File: src/rtl/ptg_pkg.sv
package ptg_pkg;
  localparam int unsigned PTG_CNT_W  = 14;
  localparam int unsigned PTG_RATE_W = 4;
  localparam int unsigned PTG_DIV_W  = 3;

  typedef enum logic [1:0] {
    DIV_RUN    = 2'd0,
    DIV_FREEZE = 2'd1,
    DIV_CLEAR  = 2'd2
  } div_mode_e;

  typedef struct packed {
    logic pf;
    logic irq;
    logic sqw;
  } tick_evt_t;
endpackage

File: src/rtl/ptg_div_ctrl.sv
module ptg_div_ctrl
  import ptg_pkg::*;
#(
  parameter int unsigned DIV_W = PTG_DIV_W
) (
  input  logic [DIV_W-1:0] div_ctl,
  output div_mode_e        mode
);
  localparam logic [DIV_W-1:0] RUN_MAX   = DIV_W'(2);
  localparam logic [DIV_W-1:0] CLEAR_MIN = DIV_W'(6);

  always_comb begin
    if (div_ctl >= CLEAR_MIN)     mode = DIV_CLEAR;
    else if (div_ctl <= RUN_MAX)  mode = DIV_RUN;
    else                          mode = DIV_FREEZE;
  end
endmodule

File: src/rtl/ptg_timebase.sv
module ptg_timebase
  import ptg_pkg::*;
#(
  parameter int unsigned CNT_W = PTG_CNT_W
) (
  input  logic             clk,
  input  logic             rst_n,
  input  logic             tb_en,
  input  div_mode_e        mode,
  output logic [CNT_W-1:0] cnt_q,
  output logic [CNT_W-1:0] cnt_inc,
  output logic             step
);
  logic [CNT_W-1:0] cnt_d;

  assign cnt_inc = cnt_q + CNT_W'(1);
  assign step    = tb_en && (mode == DIV_RUN);

  always_comb begin
    cnt_d = cnt_q;
    if (mode == DIV_CLEAR) cnt_d = '0;
    else if (step)         cnt_d = cnt_inc;
  end

  always_ff @(posedge clk or negedge rst_n) begin
    if (!rst_n) cnt_q <= '0;
    else        cnt_q <= cnt_d;
  end
endmodule

File: src/rtl/ptg_rate_map.sv
module ptg_rate_map
  import ptg_pkg::*;
#(
  parameter int unsigned RATE_W = PTG_RATE_W,
  parameter int unsigned CNT_W  = PTG_CNT_W
) (
  input  logic [RATE_W-1:0] rate_sel,
  output logic              rate_on,
  output logic [CNT_W-1:0]  phase_mask
);
  localparam logic [RATE_W-1:0] ALIAS_LO  = RATE_W'(1);
  localparam logic [RATE_W-1:0] ALIAS_HI  = RATE_W'(2);
  localparam logic [RATE_W-1:0] ALIAS_OFS = RATE_W'(7);

  logic [RATE_W-1:0] eff_code;

  assign rate_on = (rate_sel != '0);

  always_comb begin
    if (rate_sel == ALIAS_LO || rate_sel == ALIAS_HI) eff_code = rate_sel + ALIAS_OFS;
    else                                              eff_code = rate_sel;
  end

  // bit i of the mask participates when the period exceeds 2^i
  for (genvar i = 0; i < CNT_W; i++) begin : g_mask
    assign phase_mask[i] = (32'(eff_code) > (i + 1));
  end
endmodule

File: src/rtl/ptg_tick_out.sv
module ptg_tick_out
  import ptg_pkg::*;
#(
  parameter int unsigned CNT_W = PTG_CNT_W
) (
  input  logic             clk,
  input  logic             rst_n,
  input  logic             step,
  input  logic             rate_on,
  input  logic [CNT_W-1:0] cnt_inc,
  input  logic [CNT_W-1:0] phase_mask,
  input  logic             pie_en,
  input  logic             sqw_en,
  output tick_evt_t        evt_q
);
  logic      active;
  logic      boundary;
  tick_evt_t evt_d;

  assign active   = rate_on && (pie_en || sqw_en);
  assign boundary = ((cnt_inc & phase_mask) == '0);

  always_comb begin
    evt_d     = '0;
    evt_d.pf  = step && active && boundary;
    evt_d.irq = evt_d.pf && pie_en;
    evt_d.sqw = evt_d.pf && sqw_en;
  end

  always_ff @(posedge clk or negedge rst_n) begin
    if (!rst_n) evt_q <= '0;
    else        evt_q <= evt_d;
  end
endmodule

File: src/rtl/periodic_tick_gen.sv
module periodic_tick_gen
  import ptg_pkg::*;
#(
  parameter int unsigned CNT_W  = PTG_CNT_W,
  parameter int unsigned RATE_W = PTG_RATE_W,
  parameter int unsigned DIV_W  = PTG_DIV_W
) (
  input  logic              clk,
  input  logic              rst_n,
  input  logic              tb_en,
  input  logic [RATE_W-1:0] rate_sel,
  input  logic              pie_en,
  input  logic              sqw_en,
  input  logic [DIV_W-1:0]  div_ctl,
  output logic              pf_set,
  output logic              irq_set,
  output logic              sqw_pulse
);
  div_mode_e        mode;
  logic [CNT_W-1:0] cnt_q;
  logic [CNT_W-1:0] cnt_inc;
  logic [CNT_W-1:0] phase_mask;
  logic             step;
  logic             rate_on;
  tick_evt_t        evt_q;

  ptg_div_ctrl #(.DIV_W(DIV_W)) u_div (
    .div_ctl (div_ctl),
    .mode    (mode)
  );

  ptg_timebase #(.CNT_W(CNT_W)) u_tb (
    .clk     (clk),
    .rst_n   (rst_n),
    .tb_en   (tb_en),
    .mode    (mode),
    .cnt_q   (cnt_q),
    .cnt_inc (cnt_inc),
    .step    (step)
  );

  ptg_rate_map #(.RATE_W(RATE_W), .CNT_W(CNT_W)) u_rate (
    .rate_sel   (rate_sel),
    .rate_on    (rate_on),
    .phase_mask (phase_mask)
  );

  ptg_tick_out #(.CNT_W(CNT_W)) u_out (
    .clk        (clk),
    .rst_n      (rst_n),
    .step       (step),
    .rate_on    (rate_on),
    .cnt_inc    (cnt_inc),
    .phase_mask (phase_mask),
    .pie_en     (pie_en),
    .sqw_en     (sqw_en),
    .evt_q      (evt_q)
  );

  assign pf_set    = evt_q.pf;
  assign irq_set   = evt_q.irq;
  assign sqw_pulse = evt_q.sqw;
endmodule

File: config.mk
export PLATFORM = sky130hd
export DESIGN_NAME = periodic_tick_gen
export DESIGN_NICKNAME = d
export VERILOG_FILES = /design/src/rtl/ptg_pkg.sv /design/src/rtl/ptg_div_ctrl.sv /design/src/rtl/ptg_timebase.sv /design/src/rtl/ptg_rate_map.sv /design/src/rtl/ptg_tick_out.sv /design/src/rtl/periodic_tick_gen.sv
export SDC_FILE = /design/constraint.sdc
export NUM_CORES = 1
export LEC_CHECK = 0
export ABC_AREA = 1
export CORE_MARGIN = 8
export CORE_UTILIZATION = 61
export CTS_CLUSTER_DIAMETER = 80
export DETAILED_ROUTE_END_ITERATION = 6
export PLACE_DENSITY_LB_ADDON = 0.25
export SLEW_MARGIN = 20
export SYNTH_ARGS = -nofsm -noshare
export SYNTH_HDL_FRONTEND = slang
export SYNTH_HIERARCHICAL = 1
export SYNTH_SLANG_ARGS = --single-unit
File: constraint.sdc
create_clock -name clk -period 3.4 [get_ports clk]
set_input_delay 0.68 -clock clk [delete_from_list [all_inputs] [get_ports clk]]
set_output_delay 0.68 -clock clk [all_outputs]
set_load 0.01 [all_outputs]
### After elaboration in Yosys (flattened, before gate mapping)

Cells that the tools add are included.

* eq/ne operators: 3
* $lt $le $gt $ge: 16
* reduce and logical (&&, ||, !) cells: 12
* muxes and demuxes: 5
* add/sub/neg operators: 2
* bitwise logic cells: 1

Operators with widths (count)
* $gt 4x4->1 const B: 7
* $mux 14: 2
* $gt 4x3->1 const B: 4
* $add 14x1->14 const B: 1
* $and 14x14->14: 1
* $logic_not 14->1: 1
* $gt 4x2->1 const B: 2
* $logic_and 1x1->1: 6
* $add 4x3->4 const B: 1
* $eq 4x1->1 const B: 1
* $eq 4x2->1 const B: 1
* $gt 4x1->1 const B: 1
* $mux 4: 1
* $reduce_bool 4->1: 1
* $ge 3x3->1 const B: 1
* $le 3x2->1 const B: 1
* $eq 2x2->1 const B: 1
* $logic_not 2->1: 1
* $logic_or 1x1->1: 2
* $mux 2: 1
* $reduce_bool 2->1: 1
* $mux 1: 1

* flip-flop bits (word level): 17
* word-level logic and storage cells: 43
* output and inout bits: 3

### Logic depth before layout (Yosys ltp)

* depth after elaboration: 8
* gate-level depth with buffers: 16
* mapped depth without buffers: 16

### Cells and area by module

The synthesis kept the hierarchy.

By module, submodules not included
* ptg_timebase: sequential area each 350.3 µm², area each 900.9 µm², cells each 123, times used 1
* ptg_rate_map: sequential area each 0.0 µm², area each 295.3 µm², cells each 53, times used 1
* ptg_tick_out: sequential area each 75.1 µm², area each 236.5 µm², cells each 44, times used 1
* ptg_div_ctrl: sequential area each 0.0 µm², area each 26.3 µm², cells each 7, times used 1

### Worst setup path after synthesis

Ideal clock, no wire load.

* path type: input to register
* from: input rate_sel[0]
* to: register, netlist name u_out/evt_q[0]
* path buffers: 0
* library setup time: 0.071 ns
* data required time: 3.329 ns
* slack: 1.459 ns
* arrival: 1.869 ns
* stages on the path: 15
* path through: inv_1 ha_1 inv_1 nand2_1 nand3_2 nand2_2 nor2_1 nand2_1 nand2_1 nand2_1 inv_1 nand2_1 nor2_2 nand2_1 nor2_1

RTL lines
* from (decl): line periodic_tick_gen.sv:11 `input logic [RATE_W-1:0] rate_sel,`

==> qor.txt <==
sequential element share of the synthesized area: 29.16%
Fmax: 0.3995 GHz
hold buffers post-CTS: 0
area leader, netlist: dfrtp_1
core area: 2233 um^2
CP bufs+invs: 5
RR Endpoint: u_out/evt_q[1]
CP peak stage delay: 0.51 ns
Synthesis Warnings: 6
Synth cell types: 25
row count: 17
worst setup path endpoint: u_out/evt_q[1]
Setup crit end kind: flop
CP Class: input port to flop
CTS H-tree lvls: 1
worst skew pair latency: 0.30 ns
clk slew on worst S/H paths: 0.10 ns
syn nets: 244
crit-path max FO: 5
Final Core Density: 74.51%
# setup viols final: 0
DPL Wire Length: 2434 um
CP Cell Sequence: clkdlybuf4s50_1 -> inv_1 -> ha_1 -> inv_1 -> nand2_1 -> nand3_2 -> nand2_2 -> nor2_1 -> inv_1 -> nand2_1 -> inv_1 -> nor2_1 -> nand2_1 -> nor2_2 -> nand2_1 -> nor2_1
worst hold path class: flop to flop
initial core utilization: 65.32%
setup_tns: 0 ns
share of cells above drive strength 1: 12.24%
Total Power: 457.8 uW
Sink Count: 17
Syn Area/Cell: 6.427 um^2
first-pass GRT wire length: 5402 um
Tcrit/Tclk final: 73.63%
CTS Buf Count: 3
R2R cell count: 13
RSZ-0062 raised after global routing: false
final count of pins violating max slew: 0
Root Buffer: clkbuf_4
EDFF count, synth: 0
PortBufs: 14
most used flip-flop cell after synthesis: dfrtp_1
Pleak: 0.9474 nW
initial antenna violation count: 0
largest net degree at the start of global routing: 18
Synth area leaders: dfrtp_1, nand2_1, inv_1
Rel. slew slack: 49.03%
VDD IR max: 0.2561 mV
Max-Cap Viols: 0
nets: 263
clock tree from TritonCTS: yes
die height: 64.91 um
PD cells: 275.1 nW/um^2
Fin Clk Skew: 0.008931 ns
gr ovfl total: 0
GRT Total Usage: 15.87%
Crit. Startpoint: rate_sel[1]
die area: 4213 um^2
DRC viols: 0
WP data arrival: 2.74 ns
CP startpoint kind: input port
share of the synthesized area in the top cell type: 29.16%
routed wire length: 3104 um
Mapped Cells: 227
Req. time, crit path: 3.63 ns
crit-path leading delay family: simple AND/OR/NAND/NOR gates
post-CTS resize count: 0
routability cong.: 1.017
cell with the most instances after synthesis: nand2_1
wire per inst: 11.37 um
P&R area growth vs syn: 14.07%
reg-to-reg startpoint: u_tb/cnt_q[1]
initial DRC count: 90
vias in the first global route: 1261
Vias: 1383
die extent in x: 64.91 um
maximum root-to-sink buffer count: 2
synthesized flop and latch total: 17
Antenna Violating Nets Remaining: 0
final worst slack: 0.8966 ns
Worst Max-Slew Pin Slew: 0.7622 ns
vias per cell: 5.066
FF-to-FF setup slack: 1.56 ns
Min Clock Period, post-route: 2.503 ns
DR pass1 iterations: 4
Final Hold Viols: 0
Stages on worst setup path: 16
antenna diode instance count: 0
postcts setup bufs: 0
outcome: finished, final reports clean
Netlist Area Pre-Place: 1459 um^2
pre-CTS setup slack: 0.6105 ns
number of I/O pins: 15
slowest CP cell: clkdlybuf4s50_1
top post-synthesis cells by count: nand2_1, inv_1, dfrtp_1
Post-synth ARST share: 100.0%
-- placed cells by master (no fill, tap or decap), types with 2 or more instances in the layout --
master,count
and2_1,3
clkbuf_4,3
clkdlybuf4s50_1,14
dfrtp_1,17
ha_1,5
inv_1,45
nand2_1,93
nand2_2,5
nand2_4,2
nand3_1,10
nand3_2,4
nand4_1,4
nor2_1,10
nor2_2,6
nor2_4,4
o21ai_0,4
o22ai_1,3
xnor2_2,2
xor2_1,2
-- worst min path at each step --
stage,cells past startpoint,startpoint,to
after floorplan,0,rst_n,u_out/evt_q[0]
after global placement,2,u_tb/cnt_q[13],u_tb/cnt_q[13]
after detailed placement,2,u_tb/cnt_q[13],u_tb/cnt_q[13]
after CTS,2,u_tb/cnt_q[13],u_tb/cnt_q[13]
after global routing,2,u_tb/cnt_q[13],u_tb/cnt_q[13]
final,2,u_tb/cnt_q[13],u_tb/cnt_q[13]
-- state kept, by name (all words and copies together), names as in the netlist --
register     cells
u_out/evt_q      3
u_tb/cnt_q      14
-- power breakdown --
part | switching, mW | internal [mW] | total, mW | leakage, nW
clock network | 0.0644 | 0.0438 | 0.108 | 0.0177
logic | 0.0775 | 0.0496 | 0.127 | 0.695
registers | 0.0106 | 0.212 | 0.222 | 0.235
total | 0.153 | 0.305 | 0.458 | 0.947
-- metrics by stage --
stage                     cells  hold WS [ns]  instance area (um^2)
final                       273        0.5178                  1664
after global placement      269        0.4881                  1637
after detailed placement    269        0.4915                  1637
after floorplan             227        0.3844                  1459
after global routing        273        0.5335                  1664
after CTS                   273        0.5200                  1664
-- cell type report --
| type | instances | area [um^2] |
|---|---|---|
| timing repair buffer | 15 | 147.6 |
| multi-input combinational | 163 | 855.8 |
| tap | 28 | 35.03 |
| inverter | 46 | 172.7 |
| sequential | 17 | 425.4 |
| clock buffer | 3 | 22.52 |
| clock inverter | 1 | 5.005 |
| fill | 186 | 569.3 |
-- tightest hold or removal path, delay by kind of cell (launching register included) --
kind / cells / cell delay, ns
DFF: 1 / 0.38
and+or+nand+nor: 2 / 0.12
-- routing by layer --
metal | GRT usage [%] | share of wire, % | wire (um)
met1 | 18.39 | 44 | 1379
met2 | 26.58 | 47 | 1457
met3 | 3.952 | 6.4 | 200
met4 | 7.902 | 2.1 | 66
met5 | 0 | 0 | 0
-- cells by family after synthesis --
kind of cell	count (synthesis)	synth area share [%]
buffers and inverters	47	12.18
xor gates and xnor gates	5	4.031
and+or+nand+nor	142	45.37
DFF	17	29.16
AOI/OAI and AO/OA	11	4.974
adders and majority gates	5	4.288
Power figures use the tool's default switching activity.
